--- src/rtl/swd_pkg.sv ---
package swd_pkg;
  localparam int unsigned A_W         = 7;
  localparam int unsigned N_W         = 11;
  localparam int unsigned N_FLOOR     = 16;
  localparam int unsigned P_SMALL_DEF = 32;
  localparam int unsigned P_LARGE_DEF = 64;
  localparam int unsigned PC_W        = $clog2(P_LARGE_DEF + 2);

  // Main count actually used: values under the floor are raised to it.
  function automatic logic [N_W-1:0] eff_main(input logic [N_W-1:0] n);
    if (n < N_W'(N_FLOOR)) return N_W'(N_FLOOR);
    return n;
  endfunction

  // Swallow count actually used: kept strictly below the effective main count.
  function automatic logic [A_W-1:0] eff_swallow(input logic [A_W-1:0] a,
                                                 input logic [N_W-1:0] n);
    logic [N_W-1:0] a_wide;
    a_wide = N_W'(a);
    if (a_wide >= n) return A_W'(n - N_W'(1));
    return a;
  endfunction

  // Total input clocks per output period.
  function automatic int unsigned period_len(input int unsigned p,
                                             input int unsigned n,
                                             input int unsigned a);
    return p * n + a;
  endfunction
endpackage

--- src/rtl/swd_settings.sv ---
module swd_settings
  import swd_pkg::*;
(
  input  logic           clk,
  input  logic           rst,
  input  logic           load,
  input  logic           sel_in,
  input  logic [A_W-1:0] a_in,
  input  logic [N_W-1:0] n_in,
  output logic           sel_q,
  output logic [A_W-1:0] a_q,
  output logic [N_W-1:0] n_q,
  output logic           err
);
  logic [N_W-1:0] n_fix;
  logic [A_W-1:0] a_fix;

  always_comb begin
    n_fix = eff_main(n_in);
    a_fix = eff_swallow(a_in, n_fix);
    err   = (n_fix != n_in) || (a_fix != a_in);
  end

  always_ff @(posedge clk) begin
    if (rst || load) begin
      sel_q <= sel_in;
      a_q   <= a_fix;
      n_q   <= n_fix;
    end
  end
endmodule

--- src/rtl/swd_prescaler.sv ---
module swd_prescaler
  import swd_pkg::*;
#(
  parameter int unsigned P_SMALL = P_SMALL_DEF,
  parameter int unsigned P_LARGE = P_LARGE_DEF
) (
  input  logic            clk,
  input  logic            rst,
  input  logic            sel,
  input  logic            swallow_on,
  output logic            tc,
  output logic [PC_W-1:0] count
);
  localparam logic [PC_W-1:0] LAST_S = PC_W'(P_SMALL - 1);
  localparam logic [PC_W-1:0] LAST_L = PC_W'(P_LARGE - 1);

  logic [PC_W-1:0] last_idx;

  always_comb begin
    last_idx = sel ? LAST_L : LAST_S;
    if (swallow_on) last_idx = last_idx + PC_W'(1);
    tc = (count == last_idx);
  end

  always_ff @(posedge clk) begin
    if (rst || tc) count <= '0;
    else           count <= count + PC_W'(1);
  end
endmodule

--- src/rtl/swd_swallow_ctr.sv ---
module swd_swallow_ctr
  import swd_pkg::*;
(
  input  logic           clk,
  input  logic           rst,
  input  logic           step,
  input  logic           restart,
  input  logic [A_W-1:0] limit,
  output logic           phase_on,
  output logic [A_W-1:0] count
);
  assign phase_on = (count != limit);

  always_ff @(posedge clk) begin
    if (rst || restart)          count <= '0;
    else if (step && phase_on)   count <= count + A_W'(1);
  end
endmodule

--- src/rtl/swd_main_ctr.sv ---
module swd_main_ctr
  import swd_pkg::*;
(
  input  logic           clk,
  input  logic           rst,
  input  logic           step,
  input  logic [N_W-1:0] limit,
  output logic           last,
  output logic           wrap,
  output logic [N_W-1:0] count
);
  assign last = (count == limit - N_W'(1));
  assign wrap = step && last;

  always_ff @(posedge clk) begin
    if (rst || wrap) count <= '0;
    else if (step)   count <= count + N_W'(1);
  end
endmodule

--- src/rtl/swallow_div.sv ---
module swallow_div
  import swd_pkg::*;
#(
  parameter int unsigned P_SMALL = P_SMALL_DEF,
  parameter int unsigned P_LARGE = P_LARGE_DEF
) (
  input  logic           clk,
  input  logic           rst,
  input  logic           mod_sel,
  input  logic [A_W-1:0] swallow_set,
  input  logic [N_W-1:0] main_set,
  output logic           div_pulse,
  output logic           mod_ctrl,
  output logic           ratio_err
);
  // Named internal events, also observed by the bound checker.
  logic            sel_act;
  logic [A_W-1:0]  a_act;
  logic [N_W-1:0]  n_act;
  logic            pre_tc;
  logic [PC_W-1:0] pre_cnt;
  logic            swallow_on;
  logic [A_W-1:0]  sw_cnt;
  logic            main_last;
  logic            period_end;
  logic [N_W-1:0]  main_cnt;

  swd_settings u_set (
    .clk(clk), .rst(rst), .load(period_end),
    .sel_in(mod_sel), .a_in(swallow_set), .n_in(main_set),
    .sel_q(sel_act), .a_q(a_act), .n_q(n_act), .err(ratio_err)
  );

  swd_prescaler #(.P_SMALL(P_SMALL), .P_LARGE(P_LARGE)) u_pre (
    .clk(clk), .rst(rst), .sel(sel_act), .swallow_on(swallow_on),
    .tc(pre_tc), .count(pre_cnt)
  );

  swd_swallow_ctr u_swl (
    .clk(clk), .rst(rst), .step(pre_tc), .restart(period_end),
    .limit(a_act), .phase_on(swallow_on), .count(sw_cnt)
  );

  swd_main_ctr u_main (
    .clk(clk), .rst(rst), .step(pre_tc), .limit(n_act),
    .last(main_last), .wrap(period_end), .count(main_cnt)
  );

  assign div_pulse = period_end;
  assign mod_ctrl  = swallow_on;
endmodule

--- config.mk ---
export PLATFORM = sky130hd
export DESIGN_NAME = swallow_div
export DESIGN_NICKNAME = d
export VERILOG_FILES = /design/src/rtl/swd_pkg.sv /design/src/rtl/swd_settings.sv /design/src/rtl/swd_prescaler.sv /design/src/rtl/swd_swallow_ctr.sv /design/src/rtl/swd_main_ctr.sv /design/src/rtl/swallow_div.sv
export SDC_FILE = /design/constraint.sdc
export NUM_CORES = 1
export LEC_CHECK = 0
export BUFFER_PORTS_ARGS = -buffer_cell sky130_fd_sc_hd__buf_4
export CORE_UTILIZATION = 60
export CTS_BUF_LIST = sky130_fd_sc_hd__clkbuf_8
export DETAILED_ROUTE_END_ITERATION = 6
export PLACE_DENSITY = 0.8
export SYNTH_ARGS = -nofsm -noshare
export SYNTH_HDL_FRONTEND = slang
export SYNTH_SLANG_ARGS = --single-unit
--- constraint.sdc ---
create_clock -name clk -period 5.5 [get_ports clk]
set_input_delay 1.1 -clock clk [delete_from_list [all_inputs] [get_ports clk]]
set_output_delay 1.1 -clock clk [all_outputs]
set_load 0.01 [all_outputs]
Yosys cells after proc, flatten, opt, wreduce, memory -nomap -nowiden
Cells that the tools add are included.
Word-level totals
  bits in registers: 44
  logic and storage cells: 32
  bits of input ports: 21
  output and inout port bits: 3
Operators by class
  eq/ne operators: 5
  muxes and demuxes: 8
  reduce and logical (&&, ||, !) cells: 5
  magnitude comparators: 2
  add/subtract/negate cells: 6
Operators with widths (number)
  two-way mux 11 bit: 2
  adder 7 x 1 -> 7 bit, second input constant: 3
  two-way mux 7 bit: 3
  != test 7 bit: 2
  adder 11 x 1 -> 11 bit, second input constant: 1
  == test 11 bit: 1
  greater-or-equal comparator 7 x 11 -> 1 bit: 1
  less-than comparator 11 x 5 -> 1 bit, second input constant: 1
  != test 11 bit: 1
  subtractor 11 x 1 -> 11 bit, second input constant: 1
  == test 7 bit: 1
  subtractor 7 x 1 -> 7 bit, second input constant: 1
  two-way mux 6 bit: 1
  logical OR 1 bit: 3
  logical AND 1 bit: 2
  two-way mux 1 bit: 2

Logic depth before layout (Yosys ltp)
  word-level depth: 8
  depth in mapped cells: 13
  depth with buffers taken out: 13

Modules after synthesis
A second synthesis with hierarchy kept.
Second synthesis, totals
  cell total of the unflattened synthesis: 301
  area, all modules: 2965.3 µm²
By module, submodules not included
  swd_settings: cells each 99, seq. area each 570.5 µm², area an instance 1161.1 µm², instances 1
  swd_main_ctr: cells each 113, seq. area each 220.2 µm², area an instance 965.9 µm², instances 1
  swd_swallow_ctr: cells each 49, seq. area each 140.1 µm², area an instance 441.7 µm², instances 1
  swd_prescaler: cells each 40, seq. area each 140.1 µm², area an instance 396.6 µm², instances 1

Worst setup path after synthesis
No wires, ideal clock.
  kind: input to output
  from: input main_set[8]
  to: output ratio_err
  data arrival time: 3554 ps
  stages: 13
  slack: 846 ps
  data required time: 4400 ps
  buffers on the path: 0
  path through: or4_1 nor2_1 nand2_1 nand2_1 inv_1 ha_1 nand2b_1 a21o_1 a21o_1 a211oi_1 o21ai_0 o211ai_1 a32oi_1
On the way
  longest elaborated chain between the ends: 8
  elaborated cells between the ends (all ways): 11
  those cells by class: add/sub: 1; order compare: 2; eq/ne: 2; mux: 5; reduce/logical: 1
Ends and longest elaborated chain
  start, declared: RTL line swallow_div.sv:11  | input logic [N_W-1:0] main_set,
  less-than comparator 11 x 5 -> 1 bit *: RTL line swd_pkg.sv:11  | if (n < N_W'(N_FLOOR)) return N_W'(N_FLOOR);
  two-way mux 1 bit *: RTL line swd_pkg.sv:11
  two-way mux 11 bit *: RTL line swd_pkg.sv:12  | return n;
  via u_set.n_fix[0]: RTL line swd_settings.sv:15  | logic [N_W-1:0] n_fix;
  greater-or-equal comparator 7 x 11 -> 1 bit or subtractor 7 x 1 -> 7 bit (tied branches): RTL line swd_pkg.sv:20  | if (a_wide >= n) return A_W'(n - N_W'(1));
  two-way mux 1 bit or two-way mux 7 bit (tied branches): RTL line swd_pkg.sv:20
  two-way mux 7 bit: RTL line swd_pkg.sv:21  | return a;
  != test 7 bit: RTL line swd_settings.sv:21  | err = (n_fix != n_in) || (a_fix != a_in);
  logical OR 1 bit *: RTL line swd_settings.sv:21
  end, declared: RTL line swallow_div.sv:14  | output logic ratio_err
Mark *: on every way through the listed nets, which the timed path passes. The rest lies on a longest branch. The select of a mux whose other input is x is not followed.

Worst setup path in the final report
  from: input main_set[8]
  to: output ratio_err
On the way
  longest elaborated chain between the ends: 8
  elaborated cells between the ends (all ways): 11
  those cells by class: add/sub: 1; order compare: 2; eq/ne: 2; mux: 5; reduce/logical: 1
Ends and longest elaborated chain (RTL line)
  less-than comparator 11 x 5 -> 1 bit: swd_pkg.sv:11
  two-way mux 1 bit: swd_pkg.sv:11
  two-way mux 11 bit: swd_pkg.sv:12
  greater-or-equal comparator 7 x 11 -> 1 bit or subtractor 7 x 1 -> 7 bit (tied branches): swd_pkg.sv:20
  two-way mux 1 bit or two-way mux 7 bit (tied branches): swd_pkg.sv:20
  two-way mux 7 bit: swd_pkg.sv:21
  != test 7 bit: swd_settings.sv:21
  logical OR 1 bit *: swd_settings.sv:21
Every way passes the cells marked *; elsewhere a longest branch is shown, timed or not. The select of a mux whose other input is x is not followed.

==> results_dict.tcl <==
set metrics [dict create \
    wl_per_cell_um 13.8 \
    p_per_area_mw_per_mm2 215 \
    hold_viol 0 \
    synth_async_sr_flop_share_pct 0 \
    min_path_type "flip-flop to flip-flop" \
    hold_depth 1 \
    synth.most_common_cell "nor2_1" \
    synthXorXnorAreaFrac_pct 16.0 \
    worst_pin_slew_ns 0.435 \
    numPortBuffers 23 \
    vias 2114 \
    antenna_found_initial 0 \
    synth_edf_count 19 \
    r2r-start "u_set.a_q[5]" \
    synth_compound_area_share_pct 9.58 \
    routed_wl_mm 5.11 \
    drt_iter0_drc 62 \
    finalInstanceArea_mm2 0.00303 \
    synth_top_family_by_area "simple AND/OR/NAND/NOR gates" \
    die_h_um 69.6 \
    cp-start-kind "input port" \
    ios 24 \
    cts_tree "yes" \
    cap_violations 0 \
    drive_gt1_share_pct 14.7 \
    min_from "u_pre.count[0]" \
    final.setup.tns_ns 0 \
    power.leakage_nw 1.15 \
    clkTransAtPathRegs_ns 0.08 \
    nets 352 \
    fin_crit_sh_pct 88.4 \
    ir_drop_mv 0.172 \
    holdPathEnd "u_pre.count[0]" \
    cts_buffers 5 \
    synth_common_cells "nor2_1 (39), xnor2_1 (37), dfxtp_1 (25), nand2_1 (25), edfxtp_1 (19)" \
    dpl.hpwl_mm 3.93 \
    slew_headroom_pct 70.8 \
    crit_fanout 7 \
    fin_skew_ns 0.00365 \
    grt_overflow 0 \
    drt.antenna.violating_nets 0 \
    start_util_pct 62.5 \
    cts.sinks 44 \
    r2r-end "u_set.a_q[0]" \
    postCtsHoldBufs 0 \
    place.gp.congestion 0.871 \
    h-tree-depth 2 \
    rr_worst_depth 10 \
    synth.top_cell.area_share_pct 20.8 \
    synth_area_per_cell_um2 9.26 \
    clkLatencyLatePin_ns 0.29 \
    synth_fa_ha_area_share_pct 5.93 \
    r2r_slack_ns 2.02 \
    place_area_mm2 0.00295 \
    ys_dominant_reg_cell "dfxtp_1" \
    maxSlewViolCount 0 \
    area_delta_synth_final_pct 10.6 \
    post_cts_resize_count 0 \
    yosys-top-cells-area "edfxtp_1 (21%), dfxtp_1 (18%), xnor2_1 (12%), ha_1 (5.9%), nor2_1 (5.3%)" \
    grt_pass1_vias 2044 \
    syn_inst 296 \
    root_buffer "clkbuf_8" \
    drc 0 \
    synth_area_mm2 0.00274 \
    fmax_mhz 206 \
    ys_ff_latch 44 \
    dr.pass1.iters 4 \
    grtUsageTotal_pct 22.3 \
    ys_seq_area_share_pct 39.1 \
    die_x_um 69.6 \
    finalCriticalPeriod_ns 4.86 \
    syn_nets 330 \
    synth.largest_area_cell "edfxtp_1" \
    post_cts_buffers 0 \
    grt_max_degree 38 \
    grt_pass1_wl_mm 8.81 \
    status "complete, no violations" \
    grt_setup_unrepaired "false" \
    cts_max_path_buffers 2 \
    synth_cell_types 51 \
    finalSetupViolCount 0 \
    critical_path_required_ns 4.40 \
    ys_warn_count 0 \
    crit_arrival_ns 3.76 \
    die_area_mm2 0.00484 \
    cp-end-kind "primary output" \
    row_count 24 \
    synthSimpleGateAreaFrac_pct 22.1 \
    core_area_mm2 0.00438 \
    synthMuxAreaShare_pct 3.47 \
    via_per_inst 5.70 \
    antenna_cells 0 \
    crit_type "input port to primary output" \
]
==> per-layer routing <==
| metal | share of wire [%] | vias up | track usage, % |
|---|---|---|---|
| met5 | 0 | - | 0 |
| met2 | 49 | 63 | 40.2 |
| li1 | - | 1077 | - |
| met1 | 45 | 968 | 27.5 |
| met4 | 1.3 | 0 | 5.67 |
| met3 | 4.3 | 6 | 3.92 |
==> flip-flops by register name, indices dropped and copies added, names as in the netlist <==
signal	count
u_main.count	11
u_set.sel_q	1
u_set.n_q	11
u_swl.count	7
u_pre.count	7
u_set.a_q	7
==> how the worst max path moves through the flow <==
stage | startpoint | endpoint | depth (start not counted)
finish | main_set[8] | ratio_err | 13
global route | main_set[8] | ratio_err | 13
CTS | main_set[8] | ratio_err | 15
detailed placement | main_set[8] | ratio_err | 15
global placement | main_set[8] | ratio_err | 15
floorplan | main_set[8] | ratio_err | 13
==> cell families after synthesis <==
logic type / count (synthesis)
adders and majority gates: 13
AOI/OAI and AO/OA: 36
muxes: 9
DFF: 44
and+or+nand+nor: 118
buffers and inverters: 26
xor gates and xnor gates: 50
==> through the flow <==
stage | power, mW | setup WS [ns] | util (%) | hold WS [ns] | instances
global placement | 0.466 | 0.748 | 67.2 | 0.445 | 363
detailed placement | 0.469 | 0.718 | 67.2 | 0.452 | 363
global route | 0.681 | 0.491 | 69.1 | 0.493 | 371
floorplan | 0.438 | 0.846 | - | 0.426 | 296
CTS | 0.655 | 0.704 | 69.1 | 0.469 | 371
finish | 0.650 | 0.637 | 69.1 | 0.465 | 371
==> cells in the final DEF (no fill, tap or decap), types with 2 or more instances in the layout <==
| cell type | instances |
|---|---|
| dfxtp_1 | 25 |
| a21o_1 | 2 |
| clkbuf_8 | 5 |
| buf_4 | 25 |
| o221ai_1 | 2 |
| edfxtp_1 | 19 |
| nand2_1 | 25 |
| o21ai_0 | 12 |
| o211ai_1 | 2 |
| ha_1 | 13 |
| nand3_1 | 10 |
| mux2i_1 | 5 |
| nor4_1 | 6 |
| nand4_1 | 3 |
| a31oi_1 | 2 |
| xor2_1 | 13 |
| a22oi_1 | 2 |
| a21oi_1 | 4 |
| xnor2_1 | 37 |
| or4_1 | 2 |
| or3_1 | 3 |
| nor2_1 | 39 |
| nor3_1 | 13 |
| nand3b_1 | 2 |
| mux2_2 | 4 |
| and3_1 | 3 |
| inv_1 | 17 |
==> area by class of cell <==
cell class / count / area, µm²
Tap cell: 52 / 65.1
Clock buffer: 5 / 68.8
Clock inverter: 3 / 15.0
Multi-Input combinational cell: 226 / 1560
Fill cell: 349 / 1350
Sequential cell: 44 / 1070
Timing Repair Buffer: 25 / 188
Inverter: 16 / 60.1
==> worst max-delay path, cell delays in order <==
cell and delay, ns:
buf_4 0.12, or4_1 0.54, nor2_1 0.15, nand2_1 0.17, nand2_1 0.16, ha_1 0.25, nor3b_1 0.32, o21ai_0 0.16
o21ai_0 0.10, o21ai_0 0.18, xnor2_1 0.17, a32oi_1 0.20, buf_4 0.15
==> report_power, final <==
part | switching [mW] | internal, mW
logic | 0.0499 | 0.0448
registers | 0.0132 | 0.354
clock network | 0.102 | 0.0862
total | 0.165 | 0.485
(Power assumes the default switching activity.)
